==> src/rtl/hbr_pkg.sv <==
// Shared definitions for the host bus register file.
// Assumes a word-addressed bus; the offsets below are word offsets.
package hbr_pkg;

    // Which target a bus address selects
    typedef enum logic [1:0] {
        SEL_CTRL = 2'd0,
        SEL_LED  = 2'd1,
        SEL_RAM  = 2'd2,
        SEL_NONE = 2'd3
    } hbr_sel_e;

    localparam int CTRL_OFS    = 0;  // control register word offset
    localparam int LED_OFS     = 1;  // LED register word offset
    localparam int CTRL_EN_BIT = 0;  // window enable bit in control
    localparam int LED_BIT     = 0;  // LED drive bit in LED register

endpackage

==> src/rtl/hbr_sync.sv <==
// Multi-stage flip-flop synchroniser for a vector of independent
// asynchronous levels. Assumes each bit is a slow level (a bus strobe),
// so bits are not required to cross together.
module hbr_sync #(
    parameter int              WIDTH   = 3,
    parameter int              STAGES  = 2,
    parameter logic [WIDTH-1:0] RST_VAL = '1
) (
    input  logic             clk,
    input  logic             rst_n,
    input  logic [WIDTH-1:0] d,
    output logic [WIDTH-1:0] q
);

    generate
        if (STAGES == 1) begin : g_single
            logic [WIDTH-1:0] r;
            // single capture stage
            always_ff @(posedge clk) begin
                if (!rst_n) r <= RST_VAL;
                else        r <= d;
            end
            assign q = r;
        end else begin : g_chain
            logic [STAGES-1:0][WIDTH-1:0] r;
            // shift the input through the stage chain
            always_ff @(posedge clk) begin
                if (!rst_n) r <= {STAGES{RST_VAL}};
                else        r <= {r[STAGES-2:0], d};
            end
            assign q = r[STAGES-1];
        end
    endgenerate

endmodule

==> src/rtl/hbr_strobe_ctl.sv <==
// Turns synchronised, active-high strobe levels into one-cycle read and
// write event pulses. Assumes the inputs already come from a synchroniser.
module hbr_strobe_ctl (
    input  logic clk,
    input  logic rst_n,
    input  logic cs_act,
    input  logic rd_act,
    input  logic wr_act,
    output logic rd_pulse,
    output logic wr_pulse
);

    logic rd_lvl, wr_lvl;
    logic rd_prev, wr_prev;

    assign rd_lvl = cs_act & rd_act;
    assign wr_lvl = cs_act & wr_act;

    // remember last qualified levels for edge detection
    always_ff @(posedge clk) begin
        if (!rst_n) begin
            rd_prev <= 1'b0;
            wr_prev <= 1'b0;
        end else begin
            rd_prev <= rd_lvl;
            wr_prev <= wr_lvl;
        end
    end

    assign rd_pulse = rd_lvl & ~rd_prev;
    assign wr_pulse = wr_lvl & ~wr_prev;

    // a held write strobe commits only once
    assert_single_commit_R2: assert property (@(posedge clk) disable iff (!rst_n)
        wr_pulse |=> !wr_pulse);

    // a held read strobe captures only once
    assert_single_capture_R9: assert property (@(posedge clk) disable iff (!rst_n)
        rd_pulse |=> !rd_pulse);

endmodule

==> src/rtl/hbr_ram.sv <==
// Single-port-write, registered-read RAM with a post-reset clearing sweep.
// Assumes the array has no reset of its own; the sweep writes zero to every
// word and raises ready when done. External writes are ignored until then.
module hbr_ram #(
    parameter int DATA_W = 16,
    parameter int DEPTH  = 64,
    parameter int AW     = $clog2(DEPTH)
) (
    input  logic              clk,
    input  logic              rst_n,
    input  logic              we,
    input  logic [AW-1:0]     waddr,
    input  logic [DATA_W-1:0] wdata,
    input  logic [AW-1:0]     raddr,
    output logic [DATA_W-1:0] rdata,
    output logic              ready
);

    logic [DATA_W-1:0] mem [DEPTH];
    logic [AW-1:0]     clr_cnt;
    logic              port_we;
    logic [AW-1:0]     port_addr;
    logic [DATA_W-1:0] port_data;

    // sweep counter and completion flag
    always_ff @(posedge clk) begin
        if (!rst_n) begin
            clr_cnt <= '0;
            ready   <= 1'b0;
        end else if (!ready) begin
            clr_cnt <= clr_cnt + AW'(1);
            if (clr_cnt == AW'(DEPTH - 1)) ready <= 1'b1;
        end
    end

    // write port is owned by the sweep until it finishes
    always_comb begin
        if (!ready) begin
            port_we   = rst_n;
            port_addr = clr_cnt;
            port_data = '0;
        end else begin
            port_we   = we;
            port_addr = waddr;
            port_data = wdata;
        end
    end

    // array write
    always_ff @(posedge clk) begin
        if (port_we) mem[port_addr] <= port_data;
    end

    // registered read
    always_ff @(posedge clk) begin
        rdata <= mem[raddr];
    end

    // sweep advances one word per cycle until done
    assert_clear_walk_R8: assert property (@(posedge clk) disable iff (!rst_n)
        !ready |=> (ready || clr_cnt == $past(clr_cnt) + AW'(1)));

    // once cleared, the RAM stays available
    assert_ready_sticky_R8: assert property (@(posedge clk) disable iff (!rst_n)
        ready |=> ready);

endmodule

==> src/rtl/hbr_regs.sv <==
// Address decode, control and LED registers, window gating and the read
// data capture register. Assumes addr and wdata are stable around each
// event pulse and that ram_q reflects addr from the previous cycle.
module hbr_regs
    import hbr_pkg::*;
#(
    parameter int DATA_W    = 16,
    parameter int ADDR_W    = 8,
    parameter int RAM_BASE  = 'h40,
    parameter int RAM_DEPTH = 64,
    parameter int RAM_AW    = $clog2(RAM_DEPTH)
) (
    input  logic              clk,
    input  logic              rst_n,
    input  logic              rd_pulse,
    input  logic              wr_pulse,
    input  logic [ADDR_W-1:0] addr,
    input  logic [DATA_W-1:0] wdata,
    input  logic [DATA_W-1:0] ram_q,
    input  logic              ram_ready,
    output logic [DATA_W-1:0] rdata,
    output logic              led,
    output logic              ram_we,
    output logic [RAM_AW-1:0] ram_idx
);

    localparam logic [ADDR_W:0] RAM_LO = (ADDR_W + 1)'(RAM_BASE);
    localparam logic [ADDR_W:0] RAM_HI = (ADDR_W + 1)'(RAM_BASE + RAM_DEPTH);

    hbr_sel_e          sel;
    logic              in_ram;
    logic              win_open;
    logic [ADDR_W-1:0] ram_ofs;
    logic [DATA_W-1:0] ctrl_reg;
    logic [DATA_W-1:0] led_reg;
    logic [DATA_W-1:0] rd_mux;

    assign in_ram  = ({1'b0, addr} >= RAM_LO) && ({1'b0, addr} < RAM_HI);
    assign ram_ofs = addr - ADDR_W'(RAM_BASE);
    assign ram_idx = ram_ofs[RAM_AW-1:0];

    // address decode to a target
    always_comb begin
        if (addr == ADDR_W'(CTRL_OFS))     sel = SEL_CTRL;
        else if (addr == ADDR_W'(LED_OFS)) sel = SEL_LED;
        else if (in_ram)                   sel = SEL_RAM;
        else                               sel = SEL_NONE;
    end

    assign win_open = ctrl_reg[CTRL_EN_BIT] & ram_ready;
    assign ram_we   = wr_pulse & (sel == SEL_RAM) & win_open;
    assign led      = led_reg[LED_BIT];

    // register writes on commit pulses
    always_ff @(posedge clk) begin
        if (!rst_n) begin
            ctrl_reg <= '0;
            led_reg  <= '0;
        end else if (wr_pulse) begin
            case (sel)
                SEL_CTRL: ctrl_reg <= wdata;
                SEL_LED:  led_reg  <= wdata;
                default:  ;
            endcase
        end
    end

    // read source selection, closed window reads as all ones
    always_comb begin
        case (sel)
            SEL_CTRL: rd_mux = ctrl_reg;
            SEL_LED:  rd_mux = led_reg;
            SEL_RAM:  rd_mux = win_open ? ram_q : '1;
            default:  rd_mux = '0;
        endcase
    end

    // read data capture, held between read events
    always_ff @(posedge clk) begin
        if (!rst_n)        rdata <= '0;
        else if (rd_pulse) rdata <= rd_mux;
    end

    // bus read data only moves on a read event
    assert_rdata_hold_R9: assert property (@(posedge clk) disable iff (!rst_n)
        !rd_pulse |=> $stable(rdata));

    // closed window returns all ones
    assert_closed_ones_R5: assert property (@(posedge clk) disable iff (!rst_n)
        (rd_pulse && sel == SEL_RAM && !win_open) |=> (rdata == '1));

    // LED only moves on a write event
    assert_led_on_write_R4: assert property (@(posedge clk) disable iff (!rst_n)
        !wr_pulse |=> $stable(led));

    // control write loads the bus data
    assert_ctrl_load_R3: assert property (@(posedge clk) disable iff (!rst_n)
        (wr_pulse && sel == SEL_CTRL) |=> (ctrl_reg == $past(wdata)));

    // nothing reaches the RAM while the window is closed
    assert_closed_no_write_R6: assert property (@(posedge clk) disable iff (!rst_n)
        (wr_pulse && sel == SEL_RAM && !ctrl_reg[CTRL_EN_BIT]) |-> !ram_we);

endmodule

==> src/rtl/hostbus_regfile.sv <==
// Host bus slave: synchronises the asynchronous active-low strobes, turns
// them into event pulses, and serves the register file and gated RAM window.
// Assumes address and write data are stable while a strobe is asserted.
module hostbus_regfile #(
    parameter int DATA_W      = 16,
    parameter int ADDR_W      = 8,
    parameter int RAM_BASE    = 'h40,
    parameter int RAM_DEPTH   = 64,
    parameter int SYNC_STAGES = 2
) (
    input  logic              clk,
    input  logic              rst_n,
    input  logic              bus_cs_n,
    input  logic              bus_rd_n,
    input  logic              bus_wr_n,
    input  logic [ADDR_W-1:0] bus_addr,
    input  logic [DATA_W-1:0] bus_wdata,
    output logic [DATA_W-1:0] bus_rdata,
    output logic              led_out
);

    localparam int RAM_AW = $clog2(RAM_DEPTH);

    logic [2:0]        strobe_n_sync;
    logic              rd_pulse, wr_pulse;
    logic              ram_we, ram_ready;
    logic [RAM_AW-1:0] ram_idx;
    logic [DATA_W-1:0] ram_q;

    hbr_sync #(
        .WIDTH   (3),
        .STAGES  (SYNC_STAGES),
        .RST_VAL (3'b111)
    ) sync_i (
        .clk   (clk),
        .rst_n (rst_n),
        .d     ({bus_cs_n, bus_rd_n, bus_wr_n}),
        .q     (strobe_n_sync)
    );

    hbr_strobe_ctl strobe_i (
        .clk      (clk),
        .rst_n    (rst_n),
        .cs_act   (~strobe_n_sync[2]),
        .rd_act   (~strobe_n_sync[1]),
        .wr_act   (~strobe_n_sync[0]),
        .rd_pulse (rd_pulse),
        .wr_pulse (wr_pulse)
    );

    hbr_regs #(
        .DATA_W    (DATA_W),
        .ADDR_W    (ADDR_W),
        .RAM_BASE  (RAM_BASE),
        .RAM_DEPTH (RAM_DEPTH),
        .RAM_AW    (RAM_AW)
    ) regs_i (
        .clk       (clk),
        .rst_n     (rst_n),
        .rd_pulse  (rd_pulse),
        .wr_pulse  (wr_pulse),
        .addr      (bus_addr),
        .wdata     (bus_wdata),
        .ram_q     (ram_q),
        .ram_ready (ram_ready),
        .rdata     (bus_rdata),
        .led       (led_out),
        .ram_we    (ram_we),
        .ram_idx   (ram_idx)
    );

    hbr_ram #(
        .DATA_W (DATA_W),
        .DEPTH  (RAM_DEPTH),
        .AW     (RAM_AW)
    ) ram_i (
        .clk   (clk),
        .rst_n (rst_n),
        .we    (ram_we),
        .waddr (ram_idx),
        .wdata (bus_wdata),
        .raddr (ram_idx),
        .rdata (ram_q),
        .ready (ram_ready)
    );

    // strobes without chip select never raise an event
    assert_cs_gate_R11: assert property (@(posedge clk) disable iff (!rst_n)
        strobe_n_sync[2] |-> !(rd_pulse || wr_pulse));

endmodule

==> config.mk <==
export PLATFORM = sky130hd
export DESIGN_NAME = hostbus_regfile
export DESIGN_NICKNAME = d
export VERILOG_FILES = /design/src/rtl/hbr_pkg.sv /design/src/rtl/hbr_sync.sv /design/src/rtl/hbr_strobe_ctl.sv /design/src/rtl/hbr_ram.sv /design/src/rtl/hbr_regs.sv /design/src/rtl/hostbus_regfile.sv
export SDC_FILE = /design/constraint.sdc
export NUM_CORES = 1
export LEC_CHECK = 0
export BUFFER_PORTS_ARGS = -buffer_cell sky130_fd_sc_hd__buf_4
export CAP_MARGIN = 5
export CORE_MARGIN = 1
export CORE_UTILIZATION = 40
export DETAILED_ROUTE_END_ITERATION = 10
export HOLD_SLACK_MARGIN = 0.1
export PLACE_DENSITY = 0.61
export SLEW_MARGIN = 20
export SYNTH_ARGS = -nofsm -noshare
export SYNTH_HDL_FRONTEND = slang
export SYNTH_HIERARCHICAL = 1
export SYNTH_SLANG_ARGS = --single-unit
==> constraint.sdc <==
create_clock -name clk -period 3.7 [get_ports clk]
set_input_delay 0.185 -clock clk [delete_from_list [all_inputs] [get_ports clk]]
set_output_delay 0.185 -clock clk [all_outputs]
set_load 0.02 [all_outputs]
==> run metrics <==
outcome=finished, final reports clean; Final ANT Viol Nets=0; Worst Hold Depth=4; sequential share of power=51.9%; Area contributors post-synth=edfxtp_1 71%, mux4_2 13%, dfxtp_1 3.7%, mux2i_1 2.1%, mux2_2 0.92%; CTS tree=built; GR Overflow Total=0; Mean Syn Cell Area=20.10 um2; core footprint=0.1060 mm2; WHS Endpoint=regs_i/rdata[0]; input/output buffers=45; NetSw=5288 uW; number of global-route vias before repair=21.77k; half-perimeter wire length after placement=65490 um; initial antenna violation count=0; First-pass DRT Iterations=5; first-pass GRT wire length=155400 um; # Max-Cap Violations=0; Post-Route WL=108000 um; synthesized area=0.04304 mm2; clock buffer depth=3; Global Route met1 Usage=29.08%; Biggest register=ram_i/mem; min Tclk post-route=3033 ps; Top FF cell, synth=edfxtp_1; EDFF count, synth=1024; CTS root buf=clkbuf_16; Cells after DPL=3598; Fmax=329.7 MHz; CTS clk-pin slew, worst paths=60 ps; final setup TNS=0 ps; RR Endpoint=ram_i/mem[34][12]; Setup violations, final=0; post-route cell area=0.04967 mm2; layout cells sized above 1=27.39%; largest net degree at the start of global routing=79; cells on worst reg2reg path=5; final-report hold violation count=0; Peak VDD IR=0.0003374 V; HP Class=input port to flop; WP data required=4070 ps; DR vias=21.90k; logic gate share of total power=3.4%; drt drc=0; FFs w/ async S/R, synth=0%; I/O pin cnt=46; DRT iter0 DRCs=2586; Setup CP Type=flop to flop; max-slew violation count=0; Synth cell types=57; Critical Path AT=3410 ps; Largest register FFs=1024; all-layer global routing usage=19.89%; clock power share=44.8%; CTS Buf Count=108; Worst Setup Start Kind=flop; sequential share of the synthesized area=75.13%; synthesized instance count=2141; synthesized net count=2171; Sw Ratio=20.30%; RSZ-0062 raised after global routing=no; Via density=5.716; Total Power=26050 uW; leak pwr=0.01516 uW; Die Wd=330.0 um; met2 usage=30.73%; FF-to-FF setup slack=670 ps; H-tree depth=3; Final nets=2375; Pint=20760 uW; die height=330.0 um; Setup crit end kind=flop; clk sink count=1103; final core occ=46.85%; later-pin clock latency in the skew report=700 ps; Syn-to-layout area delta=15.41%; met3 usage=3.213%; Fin Clk Skew=41.89 ps; HP Start=bus_addr[0]; Seq cells post-synth=1103; area leader, netlist=edfxtp_1; Die ar.=0.1089 mm2; Final Wtd Congestion=0.8729; DP Area=0.04557 mm2; Worst R2R Start=ram_i/ready; period utilization=81.98%; Most Used Layer, Global Route=met2; Core Rows=119; share of the synthesized area in the top cell type=71.45%; worst-margin pin slew=1110 ps; pwr/cell area=524.5 mW/mm2; Initial Util=40.59%; Rel. slew slack=25.58%; drt wl/cell=28.18 um; worst-path maximum fanout=20; Final Non-Filler Cells=3831; Syn. warnings=6; setup bufs post-CTS=0
power by group through the flow:
stage	registers (uW)	logic [uW]	clock network (uW)
after global placement	13800	852	0
after global routing	13500	923	12300
final	13500	874	11700
after CTS	13500	881	11800
after floorplan	13800	560	0
after detailed placement	13800	854	0
worst max-delay path by stage:
stage | from | endpoint | slack [ps] | depth (start not counted)
5_1_grt | ram_i/ready | ram_i/mem[34][12] | 550 | 5
6_report | ram_i/ready | ram_i/mem[34][12] | 670 | 5
3_5_place_dp | bus_addr[0] | ram_i/rdata[14] | 650 | 6
4_1_cts | ram_i/ready | ram_i/mem[8][2] | 790 | 5
2_1_floorplan | ram_i/ready | ram_i/mem[16][0] | 1020 | 6
3_3_place_gp | bus_addr[0] | ram_i/rdata[11] | 580 | 6
placed cells by master, fill, tap and decap left out, types with 4 or more instances in the layout:
master	synthesis	routed
and2_1	21	5
clkbuf_1	43	17
mux2_2	35	35
clkinvlp_4	0	9
dlygate4sd3_1	0	28
edfxtp_1	1024	1024
o21ai_0	31	31
a21oi_1	14	14
a211oi_1	28	28
o221ai_1	15	15
o22ai_1	10	10
mux4_2	245	245
nand2_1	98	98
or3_1	4	4
bufinv_16	0	21
buf_12	3	10
a311oi_1	12	12
dfxtp_1	79	79
mux2i_1	89	89
o21ai_1	14	14
nand3_1	17	17
clkinv_2	0	15
clkbuf_16	0	109
nor2_1	97	97
nand4_1	17	17
and2_2	0	16
inv_1	6	6
buf_4	34	182
inv_6	0	5
clkinv_1	0	21
nor2b_1	21	21
a31oi_1	29	29
o31ai_1	12	12
nand2b_1	51	51
logic make-up (layout without fill, tap and decap cells):
group	after synthesis	in the layout	synth area share [%]
muxes	371	371	15.93
buffers and inverters	135	433	2.006
and+or+nand+nor	344	344	3.916
AOI/OAI and AO/OA	184	184	2.931
other	0	1	0
xor gates and xnor gates	3	3	0.06107
adders and majority gates	1	1	0.02907
DFF	1103	1103	75.13
cell usage after synthesis (29+ instances only):
library cell  instances
edfxtp_1           1024
mux4_2              245
nand2_1              98
nor2_1               97
mux2i_1              89
dfxtp_1              79
nand2b_1             51
clkbuf_1             43
mux2_2               35
buf_4                34
o21ai_0              31
a31oi_1              29
layer usage:
layer	routed length, um	vias to the layer above
li1	-	9160
met1	46380	11687
met2	50490	922
met3	8454	130
met4	2642	0
met5	0	-
critical path: stages, from the launching register on:
cell and delay [ps]:
dfxtp_1 780, nor2b_1 210, a21oi_1 470, nand3_1 640, nor2_1 270, buf_4 330
metrics by stage:
stage	setup WS (ps)	hold slack [ps]
3_5_place_dp	645.5	382.8
6_report	666.9	331.9
4_1_cts	787.7	256.1
5_1_grt	549.8	336.9
2_1_floorplan	1015	258.0
3_3_place_gp	576.3	373.3
layout make-up:
| type | instances | area [um2] |
|---|---|---|
| inverter | 6 | 22.52 |
| antenna | 1 | 2.502 |
| timing repair buffer | 223 | 1888 |
| clock inverter | 76 | 989.7 |
| sequential | 1103 | 32330 |
| tap | 1391 | 1740 |
| multi-input combinational | 903 | 9872 |
| clock buffer | 128 | 2819 |
| fill | 8691 | 56350 |
what timing repair did:
action,CTS,global route
hold endpoints to repair,69,0
hold buffers,28,0
resized for setup,0,0
endpoints found under the setup margin,0,0
No activity file was read; power rests on OpenSTA's default activity.
